`config.mk`:
```
export PLATFORM = sky130hd
export DESIGN_NAME = xlat_ctx_regbank
export DESIGN_NICKNAME = d
export VERILOG_FILES = /design/src/rtl/xlat_pkg.sv /design/src/rtl/xlat_addr_dec.sv /design/src/rtl/xlat_flush_fsm.sv /design/src/rtl/xlat_fault_rec.sv /design/src/rtl/xlat_ctx_regbank.sv
export SDC_FILE = /design/constraint.sdc
export NUM_CORES = 2
export LEC_CHECK = 0
export ABC_AREA = 1
export BUFFER_PORTS_ARGS = -buffer_cell sky130_fd_sc_hd__clkbuf_2
export CAP_MARGIN = 20
export CORE_AREA = 4 4 475 477
export DETAILED_ROUTE_END_ITERATION = 7
export DIE_AREA = 0 0 479 481
export PLACE_DENSITY_LB_ADDON = 0.25
export SYNTH_ARGS = -nofsm -noshare
export SYNTH_HDL_FRONTEND = slang
export SYNTH_SLANG_ARGS = --single-unit
```
`constraint.sdc`:
```
create_clock -name clk -period 2.8 [get_ports clk]
set_input_delay 0.28 -clock clk [delete_from_list [all_inputs] [get_ports clk]]
set_output_delay 0.28 -clock clk [all_outputs]
set_load 0.02 [all_outputs]
```
`src/rtl/xlat_pkg.sv`:
```
package xlat_pkg;
    localparam int KIND_W = 4;
    localparam int CODE_W = 3;
    localparam int LVL_W  = 2;
    localparam int NUM_CFG = 8;
    localparam int CFG_IW  = $clog2(NUM_CFG);

    localparam logic [5:0] OFS_CTRL  = 6'h00;
    localparam logic [5:0] OFS_TCR   = 6'h08;
    localparam logic [5:0] OFS_BUS   = 6'h0C;
    localparam logic [5:0] OFS_TB0L  = 6'h10;
    localparam logic [5:0] OFS_TB0H  = 6'h14;
    localparam logic [5:0] OFS_TB1L  = 6'h18;
    localparam logic [5:0] OFS_TB1H  = 6'h1C;
    localparam logic [5:0] OFS_STAT  = 6'h20;
    localparam logic [5:0] OFS_FADDR = 6'h24;
    localparam logic [5:0] OFS_ATT0  = 6'h28;
    localparam logic [5:0] OFS_ATT1  = 6'h2C;

    localparam logic [31:0] CTRL_MASK = 32'h0003_003D;
    localparam int CTRL_FLUSH_BIT = 1;
    localparam int CTRL_IEN_BIT   = 2;

    typedef enum logic [2:0] {
        RS_NONE, RS_CTRL, RS_CFG, RS_STAT, RS_FADDR
    } reg_sel_e;

    typedef enum logic {FL_IDLE, FL_WAIT} flush_st_e;
    typedef enum logic {FR_CLEAR, FR_HELD} fault_st_e;
endpackage

```
`src/rtl/xlat_addr_dec.sv`:
```
module xlat_addr_dec import xlat_pkg::*; #(
    parameter int ADDR_W = 12,
    parameter int CTX_W  = 2
) (
    input  logic [ADDR_W-1:0] addr,
    output logic [CTX_W-1:0]  ctx,
    output reg_sel_e          sel,
    output logic [CFG_IW-1:0] cfg_idx
);
    localparam int OFS_W = 6;
    localparam logic [ADDR_W-1:0] ALIAS_OFS = ADDR_W'(1) << (ADDR_W-1);

    logic [ADDR_W-1:0] rel;
    logic              mid_zero;
    logic [OFS_W-1:0]  ofs;

    always_comb begin
        rel      = addr[ADDR_W-1] ? (addr - ALIAS_OFS) : addr;
        mid_zero = (rel[ADDR_W-1:OFS_W+CTX_W] == '0) && (rel[1:0] == 2'b00);
        ofs      = rel[OFS_W-1:0];
        ctx      = rel[OFS_W+CTX_W-1:OFS_W];
        cfg_idx  = '0;
        sel      = RS_NONE;
        if (mid_zero) begin
            unique case (ofs)
                OFS_CTRL:  sel = RS_CTRL;
                OFS_STAT:  sel = RS_STAT;
                OFS_FADDR: sel = RS_FADDR;
                OFS_TCR:   begin sel = RS_CFG; cfg_idx = CFG_IW'(0); end
                OFS_BUS:   begin sel = RS_CFG; cfg_idx = CFG_IW'(1); end
                OFS_TB0L:  begin sel = RS_CFG; cfg_idx = CFG_IW'(2); end
                OFS_TB0H:  begin sel = RS_CFG; cfg_idx = CFG_IW'(3); end
                OFS_TB1L:  begin sel = RS_CFG; cfg_idx = CFG_IW'(4); end
                OFS_TB1H:  begin sel = RS_CFG; cfg_idx = CFG_IW'(5); end
                OFS_ATT0:  begin sel = RS_CFG; cfg_idx = CFG_IW'(6); end
                OFS_ATT1:  begin sel = RS_CFG; cfg_idx = CFG_IW'(7); end
                default:   sel = RS_NONE;
            endcase
        end
    end
endmodule

```
`src/rtl/xlat_flush_fsm.sv`:
```
module xlat_flush_fsm import xlat_pkg::*; (
    input  logic clk,
    input  logic rst_n,
    input  logic start,
    input  logic done,
    output logic pend
);
    flush_st_e st_q, st_d;

    always_ff @(posedge clk) begin
        if (!rst_n) st_q <= FL_IDLE;
        else        st_q <= st_d;
    end

    always_comb begin
        st_d = st_q;
        unique case (st_q)
            FL_IDLE: if (start) st_d = FL_WAIT;
            FL_WAIT: if (done)  st_d = FL_IDLE;
            default: st_d = FL_IDLE;
        endcase
    end

    assign pend = (st_q == FL_WAIT);
endmodule

```
`src/rtl/xlat_fault_rec.sv`:
```
module xlat_fault_rec import xlat_pkg::*; #(
    parameter int VA_W = 32
) (
    input  logic              clk,
    input  logic              rst_n,
    input  logic              st_wr,
    input  logic [KIND_W-1:0] keep_kind,
    input  logic [CODE_W-1:0] keep_code,
    input  logic [LVL_W-1:0]  keep_lvl,
    input  logic              ev_valid,
    input  logic [KIND_W-1:0] ev_kind,
    input  logic [CODE_W-1:0] ev_code,
    input  logic [LVL_W-1:0]  ev_lvl,
    input  logic [VA_W-1:0]   ev_va,
    output logic [31:0]       status,
    output logic [VA_W-1:0]   faddr,
    output logic              any_fault
);
    fault_st_e         st_q, st_d;
    logic [KIND_W-1:0] kind_q, kind_w, kind_d;
    logic [CODE_W-1:0] code_q, code_w, code_d;
    logic [LVL_W-1:0]  lvl_q, lvl_w, lvl_d;
    logic [VA_W-1:0]   va_q, va_w, va_d;
    logic              held_w, ev_hit;

    always_ff @(posedge clk) begin
        if (!rst_n) begin
            st_q   <= FR_CLEAR;
            kind_q <= '0;
            code_q <= '0;
            lvl_q  <= '0;
            va_q   <= '0;
        end else begin
            st_q   <= st_d;
            kind_q <= kind_d;
            code_q <= code_d;
            lvl_q  <= lvl_d;
            va_q   <= va_d;
        end
    end

    always_comb begin
        kind_w = st_wr ? (kind_q & keep_kind) : kind_q;
        code_w = st_wr ? (code_q & keep_code) : code_q;
        lvl_w  = st_wr ? (lvl_q & keep_lvl)   : lvl_q;
        va_w   = va_q;
        held_w = (st_q == FR_HELD) && (kind_w != '0);
        if (!held_w) begin
            code_w = '0;
            lvl_w  = '0;
            va_w   = '0;
        end
        ev_hit = ev_valid && (ev_kind != '0);
        kind_d = kind_w;
        code_d = code_w;
        lvl_d  = lvl_w;
        va_d   = va_w;
        st_d   = held_w ? FR_HELD : FR_CLEAR;
        unique case (st_d)
            FR_CLEAR: if (ev_hit) begin
                kind_d = ev_kind;
                code_d = ev_code;
                lvl_d  = ev_lvl;
                va_d   = ev_va;
                st_d   = FR_HELD;
            end
            FR_HELD: if (ev_hit) kind_d = kind_w | ev_kind;
            default: st_d = FR_CLEAR;
        endcase
    end

    assign status = {18'b0, lvl_q, 1'b0, code_q, 3'b0, kind_q[3], 1'b0, kind_q[2:0]};
    assign faddr = va_q;
    assign any_fault = (kind_q != '0);
endmodule

```
`src/rtl/xlat_ctx_regbank.sv`:
```
module xlat_ctx_regbank import xlat_pkg::*; #(
    parameter int NUM_CTX = 4,
    parameter int ADDR_W  = 12,
    parameter int DATA_W  = 32,
    parameter int VA_W    = 32
) (
    input  logic                       clk,
    input  logic                       rst_n,
    input  logic                       bus_sel,
    input  logic                       bus_wr,
    input  logic [ADDR_W-1:0]          bus_addr,
    input  logic [DATA_W-1:0]          bus_wdata,
    output logic [DATA_W-1:0]          bus_rdata,
    output logic                       bus_rvalid,
    input  logic                       flt_valid,
    input  logic [$clog2(NUM_CTX)-1:0] flt_ctx,
    input  logic [KIND_W-1:0]          flt_kind,
    input  logic [CODE_W-1:0]          flt_code,
    input  logic [LVL_W-1:0]           flt_level,
    input  logic [VA_W-1:0]            flt_vaddr,
    output logic [NUM_CTX-1:0]         flush_req,
    input  logic [NUM_CTX-1:0]         flush_done,
    output logic                       irq
);
    localparam int CTX_W = $clog2(NUM_CTX);

    logic [CTX_W-1:0]  dec_ctx;
    reg_sel_e          dec_sel;
    logic [CFG_IW-1:0] dec_cfg;

    logic [DATA_W-1:0] ctrl_q [NUM_CTX];
    logic [DATA_W-1:0] cfg_q  [NUM_CTX][NUM_CFG];
    logic [31:0]       stat_v [NUM_CTX];
    logic [NUM_CTX-1:0][VA_W-1:0] fa_q;
    logic [NUM_CTX-1:0] flt_any, ien, st_wr_v, fl_start;
    logic               wr_en, rd_en;
    logic [DATA_W-1:0]  rd_mux;

    xlat_addr_dec #(.ADDR_W(ADDR_W), .CTX_W(CTX_W)) u_dec (
        .addr(bus_addr), .ctx(dec_ctx), .sel(dec_sel), .cfg_idx(dec_cfg)
    );

    assign wr_en = bus_sel && bus_wr;
    assign rd_en = bus_sel && !bus_wr;

    always_ff @(posedge clk) begin
        if (!rst_n) begin
            for (int c = 0; c < NUM_CTX; c++) begin
                ctrl_q[c] <= '0;
                for (int r = 0; r < NUM_CFG; r++) cfg_q[c][r] <= '0;
            end
        end else if (wr_en) begin
            if (dec_sel == RS_CTRL) ctrl_q[dec_ctx] <= bus_wdata & DATA_W'(CTRL_MASK);
            if (dec_sel == RS_CFG)  cfg_q[dec_ctx][dec_cfg] <= bus_wdata;
        end
    end

    for (genvar c = 0; c < NUM_CTX; c++) begin : g_ctx
        assign fl_start[c] = wr_en && (dec_sel == RS_CTRL) && (dec_ctx == CTX_W'(c))
                             && bus_wdata[CTRL_FLUSH_BIT];
        assign st_wr_v[c]  = wr_en && (dec_sel == RS_STAT) && (dec_ctx == CTX_W'(c));
        assign ien[c]      = ctrl_q[c][CTRL_IEN_BIT];

        xlat_flush_fsm u_fl (
            .clk(clk), .rst_n(rst_n), .start(fl_start[c]),
            .done(flush_done[c]), .pend(flush_req[c])
        );

        xlat_fault_rec #(.VA_W(VA_W)) u_fr (
            .clk(clk), .rst_n(rst_n),
            .st_wr(st_wr_v[c]),
            .keep_kind({bus_wdata[4], bus_wdata[2:0]}),
            .keep_code(bus_wdata[10:8]),
            .keep_lvl(bus_wdata[13:12]),
            .ev_valid(flt_valid && (flt_ctx == CTX_W'(c))),
            .ev_kind(flt_kind), .ev_code(flt_code), .ev_lvl(flt_level),
            .ev_va(flt_vaddr),
            .status(stat_v[c]), .faddr(fa_q[c]), .any_fault(flt_any[c])
        );
    end

    always_comb begin
        rd_mux = '0;
        unique case (dec_sel)
            RS_CTRL:  rd_mux = ctrl_q[dec_ctx]
                             | (DATA_W'(flush_req[dec_ctx]) << CTRL_FLUSH_BIT);
            RS_CFG:   rd_mux = cfg_q[dec_ctx][dec_cfg];
            RS_STAT:  rd_mux = DATA_W'(stat_v[dec_ctx]);
            RS_FADDR: rd_mux = DATA_W'(fa_q[dec_ctx]);
            default:  rd_mux = '0;
        endcase
    end

    always_ff @(posedge clk) begin
        if (!rst_n) begin
            bus_rvalid <= 1'b0;
            bus_rdata  <= '0;
        end else begin
            bus_rvalid <= rd_en;
            if (rd_en) bus_rdata <= rd_mux;
        end
    end

    assign irq = |(ien & flt_any);
endmodule

```
==> Yosys cells after proc, flatten, opt, wreduce, memory -nomap -nowiden <==
Memories as Yosys holds them, arrays and structs flattened.
Index checks and enable logic that the tools add are counted.
{ "op_classes": {"n_eq_ne": 20, "n_mux": 117, "shift": 0, "mul": 0, "n_reduce_logical": 49, "magnitude_cmp": 4, "addsub": 1, "n_div": 0, "bitwise_logic": 28} }
{ "op_table": {"columns": ["op", "count"], "rows": [
  ["$mux 256", 3],
  ["$mux 32", 18],
  ["$reduce_or 256->1", 1],
  ["$bmux 32 s2", 2],
  ["$pmux 32 s4", 1],
  ["$bmux 32 s3", 1],
  ["$demux 32 s3", 1],
  ["$mux 3", 18],
  ["$mux 4", 12],
  ["$mux 2", 18],
  ["$reduce_bool 4->1", 9],
  ["$or 32x2->32", 1],
  ["$pmux 4 s2", 4],
  ["$logic_and 1x1->1", 30],
  ["$mux 1", 30],
  ["$eq 6x5->1 const B", 4],
  ["$eq 6x6->1 const B", 4],
  ["$pmux 3 s7", 1],
  ["$and 4x4->4", 5],
  ["$or 4x4->4", 4],
  ["$and 3x3->3", 4],
  ["$eq 6x4->1 const B", 2],
  ["$mux 12", 1],
  ["$pmux 3 s4", 1],
  ["other kinds (24)", 44]
]} }
{ "totals": {"n_memories": 2, "regBits": 205, "ram_bits": 1052, "word_cells": 247, "romBits": 0, "latchBits": 0, "output_inout_bits": 38} }
{ "memory_table": {"columns": ["memory", "depth", "word_bits", "rd", "rd_clocked_by_memory_dff", "wr", "line", "text"], "rows": [
  ["cfg_q", 4, 256, 1, 0, 4, "xlat_ctx_regbank.sv:32", "logic [DATA_W-1:0] cfg_q [NUM_CTX][NUM_CFG];"],
  ["ctrl_q", 4, 7, 5, 0, 4, "xlat_ctx_regbank.sv:31", "logic [DATA_W-1:0] ctrl_q [NUM_CTX];"]
]} }

==> Logic depth before layout (Yosys ltp) <==
{ "logic_depth": {"depth_word": 15, "depth_mapped": 16, "ltp_nobuf": 14} }

==> Modules after synthesis <==
A second synthesis with hierarchy kept.
{ "unflattened": {"hier_cells": 6674, "hier_area_um2": 60591.9} }
{ "by_module_without_submodules": {"columns": ["module", "instances", "cells_per_inst", "area_each_um2"], "rows": [
  ["xlat_ctx_regbank", 1, 5541, 51660.8],
  ["xlat_fault_rec", 4, 271, 2154.6],
  ["xlat_addr_dec", 1, 29, 162.7],
  ["xlat_flush_fsm", 4, 5, 37.5]
]} }

==> Worst setup path after synthesis <==
No wires, ideal clock.
{ "synth_path": {"kind": "input port to flip-flop", "startpoint": "in bus_addr[2]", "endpoint": "mem cfg_q[2][0] (netlist bit) (enable)", "setup_slack_ps": 4, "path_stages": 12, "t_arrival_ps": 2406, "n_path_buf": 1, "required_ps": 2411, "cell_sequence": "inv_1 > nand2_1 > nand2_1 > nand2_1 > inv_4 > nand2_1 > nor4_2 > nand3_1 > nor2_2 > nand2_1 > buf_2 > nand2_1"} }
{ "synth_rtl": {"columns": ["item", "line", "text"], "rows": [
  ["start: declaration", "xlat_ctx_regbank.sv:11", "input logic [ADDR_W-1:0] bus_addr,"],
  ["end: declaration", "xlat_ctx_regbank.sv:32", null]
]} }

==> Worst setup path after layout <==
{ "layout_path": {"startpoint": "in flt_kind[2]", "endpoint": "reg g_ctx[0].u_fr.code_q[0]"} }
{ "layout_via": {"elab_chain_cells": 4} }
{ "layout_rtl": {"columns": ["item", "line", "text"], "rows": [
  ["start: declaration", "xlat_ctx_regbank.sv:17", "input logic [KIND_W-1:0] flt_kind,"],
  ["$reduce_bool 4->1", "xlat_fault_rec.sv:53", "ev_hit = ev_valid && (ev_kind != '0);"],
  ["$logic_and 1x1->1", "xlat_fault_rec.sv:53", null],
  ["$mux 3", "xlat_fault_rec.sv:60", "FR_CLEAR: if (ev_hit) begin"],
  ["$mux 3", "xlat_fault_rec.sv:59", "unique case (st_d)"],
  ["end signal: assignment", "xlat_fault_rec.sv:36", "code_q <= code_d;"],
  ["end: declaration", "xlat_fault_rec.sv:21", "logic [CODE_W-1:0] code_q, code_w, code_d;"]
]} }
No other way between the ends.
A chain may end at the register's enable or synchronous reset.

==> load_flow_metrics.sql <==
INSERT INTO impl_metrics (metric_group, metric, value, unit) VALUES
('run_status', 'outcome', 'finished clean', ''),
('sta', 'tightestPinTransition', '1.12', 'ns'),
('die', 'die_y', '481', 'um'),
('cts', 'clockRootBuffer', 'sky130_fd_sc_hd__clkbuf_16', ''),
('sta', 'final-setup-viol-count', '0', ''),
('logic_synthesis', 'synthTopCellsByArea', 'sky130_fd_sc_hd__edfxtp_1, sky130_fd_sc_hd__nor2_1, sky130_fd_sc_hd__dfxtp_1, sky130_fd_sc_hd__nand3_1, sky130_fd_sc_hd__nand2_1', ''),
('logic_synthesis', 'synth_area_leader_cell', 'sky130_fd_sc_hd__edfxtp_1', ''),
('logic_synthesis', 'ys.warnings.count', '0', ''),
('global_route', 'grt_pass1_wl', '305000', 'um'),
('logic_synthesis', 'post_syn_area_per_cell', '9.79', 'um2'),
('logic_synthesis', 'synth_cells', '5635', ''),
('setup_path', 'timing.critical_path.to', 'g_ctx[0].u_fr.code_q[0]', ''),
('logic_synthesis', 'synth.cell_area', '55200', 'um2'),
('setup_path', 'cp.required', '3.44', 'ns'),
('cts', 'clk_latency', '0.77', 'ns'),
('route', 'route.detailed.drc', '0', ''),
('setup_path', 'timing.rr.start', 'cfg_q[0][153]', ''),
('finish', 'finish.cell_count_without_fillers', '8923', ''),
('route', 'dr.first_iter.drc_count', '4978', ''),
('setup_path', 'startpoint_type', 'input pin', ''),
('setup_path', 'worst_ep_arrival_time', '3.10', 'ns'),
('sta', 'setup-tns-final', '0', 'ns'),
('cts', 'cts_sink_count', '1257', ''),
('sta', 'hold_viol_final', '0', ''),
('setup_path', 'critPathKind', 'input pin to register', ''),
('global_route', 'largest_net_degree_at_the_start_of_global_routing', '206', ''),
('global_route', 'first_global_vias', '42300', ''),
('cts', 'post-cts-setup-buffers', '0', ''),
('global_route', 'gr-usage-all-layers', '0.179', ''),
('logic_synthesis', 'synthFlopType', 'sky130_fd_sc_hd__edfxtp_1', ''),
('route', 'detailroute.via_count', '43900', ''),
('setup_path', 'rr_worst_depth', '10', ''),
('global_route', 'grt_overflow_total', '0', ''),
('route', 'detail_route.wl_per_cell', '23.8', 'um'),
('route', 'drt_first_pass_iters', '6', ''),
('route', 'antenna_violating_nets_post_route', '0', ''),
('logic_synthesis', 'synthesis.nets', '5731', ''),
('cts', 'clk_pin_slew', '0.06', 'ns'),
('finish', 'synthToLayoutAreaGrowth', '20.9', '%'),
('logic_synthesis', 'synth_seq_area_share', '0.647', ''),
('placed_design', 'hpwlAfterDp', '133000', 'um'),
('logic_synthesis', 'synth_enable_flop_cells', '1052', ''),
('sta', 'unrepaired_setup_endpoints_after_global_routing', 'no', ''),
('die', 'floorplan.initialDensity', '0.249', ''),
('sta', 'period_needed', '2.46', 'ns'),
('cts', 'cts_buffer_depth', '3', ''),
('min_path', 'hold_start', 'bus_wdata[10]', ''),
('cts', 'cts_made_buffers', '141', ''),
('finish', 'layout.filler_cells', '22900', ''),
('finish', 'final_util', '0.301', ''),
('finish', 'layout.cells.most_common_list', 'sky130_fd_sc_hd__nor2_1, sky130_fd_sc_hd__edfxtp_1, sky130_fd_sc_hd__nand2_1', ''),
('die', 'core_area', '221000', 'um2'),
('placed_design', 'dp_slack', '-0.162', 'ns'),
('sta', 'drv_slew', '0', ''),
('setup_path', 'critPathCaptureType', 'register', ''),
('logic_synthesis', 'yosysUniqueCellTypes', '40', ''),
('sta', 'period_share', '0.878', ''),
('setup_path', 'regToRegSetupSlack', '0.62', 'ns'),
('flow_run', 'max-cap-violations', '0', ''),
('sta', 'fmax', '0.407', 'GHz'),
('sta', 'timing.final.ws_setup', '0.342', 'ns'),
('logic_synthesis', 'yosys_register_bits', '1257', ''),
('die', 'dieWidth', '479', 'um'),
('cts', 'ctsHtreeMaxLevel', '4', ''),
('die', 'placement_rows', '173', ''),
('route', 'drt-total-wl', '212000', 'um'),
('cts', 'tritoncts', 'done', ''),
('min_path', 'class_of_the_tightest_hold_or_removal_check', 'input pin to register', ''),
('sta', 'timing.max_slew.rel_slack', '0.255', ''),
('sta', 'post_route_hold_slack', '0.0697', 'ns'),
('finish', 'layout.cells.most_common', 'sky130_fd_sc_hd__nor2_1', '');
## metal layers
layer  wire length [um]  vias to the layer above  track usage
met4               6130                        0       0.0528
met1              90000                    21900        0.242
met3              17800                      304       0.0369
li1                   -                    19800            -
met2              98600                     1853        0.291
met5                  0                        -            0
## worst min path at each step
stage | end | slack (ns) | cells past startpoint
floorplan | g_ctx[2].u_fl.pend | 0.38 | 1
global route | g_ctx[0].u_fr.code_q[2] | 0.04 | 4
finish | g_ctx[3].u_fr.code_q[2] | 0.07 | 4
detailed placement | bus_rdata[18] | 0.46 | 2
CTS | g_ctx[0].u_fr.code_q[2] | 0.0009 | 4
global placement | bus_rdata[18] | 0.46 | 2
## through the flow
step,total power [mW],cell area [um2]
after global placement,25.0,61700
after CTS,43.0,66700
after floorplan,23.3,55200
final,42.6,66700
after global routing,44.1,66700
after detailed placement,25.1,61800
## cell usage after synthesis (2+ instances only)
library cell and n:
sky130_fd_sc_hd__nor2_1 1388, sky130_fd_sc_hd__edfxtp_1 1052, sky130_fd_sc_hd__nand2_1 651, sky130_fd_sc_hd__nand3_1 564, sky130_fd_sc_hd__o22ai_1 384, sky130_fd_sc_hd__inv_1 272
sky130_fd_sc_hd__clkbuf_1 244, sky130_fd_sc_hd__o21ai_0 218, sky130_fd_sc_hd__a21oi_1 214, sky130_fd_sc_hd__dfxtp_1 205, sky130_fd_sc_hd__buf_2 204, sky130_fd_sc_hd__nor3_1 50
sky130_fd_sc_hd__buf_1 35, sky130_fd_sc_hd__o21ai_1 22, sky130_fd_sc_hd__nand4_1 18, sky130_fd_sc_hd__o21a_1 15, sky130_fd_sc_hd__nor2_2 12, sky130_fd_sc_hd__inv_2 11
sky130_fd_sc_hd__a22oi_1 10, sky130_fd_sc_hd__buf_4 10, sky130_fd_sc_hd__o221ai_1 10, sky130_fd_sc_hd__nand2_2 8, sky130_fd_sc_hd__a31oi_1 4, sky130_fd_sc_hd__nand4_4 4
sky130_fd_sc_hd__o21bai_1 4, sky130_fd_sc_hd__o41ai_1 4, sky130_fd_sc_hd__nor2_4 3, sky130_fd_sc_hd__o31a_1 3, sky130_fd_sc_hd__or2_2 3, sky130_fd_sc_hd__buf_6 2
sky130_fd_sc_hd__clkinv_1 2
## kinds of logic after synthesis
group / Yosys count / share of synthesized area
buf+inv: 781 / 0.0587
flops: 1257 / 0.647
compound gates: 891 / 0.0923
simple gates: 2706 / 0.202
## worst max-delay path, stage by stage
cell and delay (ns):
sky130_fd_sc_hd__dlygate4sd3_1 0.54, sky130_fd_sc_hd__clkbuf_2 0.14, sky130_fd_sc_hd__nor4_1 0.28, sky130_fd_sc_hd__inv_1 0.12, sky130_fd_sc_hd__nand4_1 0.35, sky130_fd_sc_hd__inv_1 0.32
sky130_fd_sc_hd__buf_12 0.27, sky130_fd_sc_hd__nand3_1 0.11, sky130_fd_sc_hd__a21oi_1 0.06, sky130_fd_sc_hd__dlygate4sd3_1 0.61
## where the power goes
| part | total, mW | internal [mW] | switching [mW] |
|---|---|---|---|
| Sequential | 21.3 | 21.0 | 0.230 |
| Combinational | 3.48 | 1.01 | 2.46 |
| Clock | 17.9 | 10.3 | 7.66 |
## layout make-up
type,count,area (um2),share of cell area
diodes,2,5.00,0.0000750
clock buffers,198,3990,0.0597
clock inverters,45,349,0.00523
inverters,286,1080,0.0162
multi-input cells,3597,16300,0.245
flip-flops and latches,1257,35700,0.535
well taps,2975,3720,0.0558
repair buffers,563,5550,0.0831
## timing repair
action | CTS | global route
hold buffers | 56 | 0
endpoints found under the setup margin | 0 | 0
hold endpoints to repair | 158 | 0
resized for setup | 0 | 0
(Power assumes the default switching activity.)
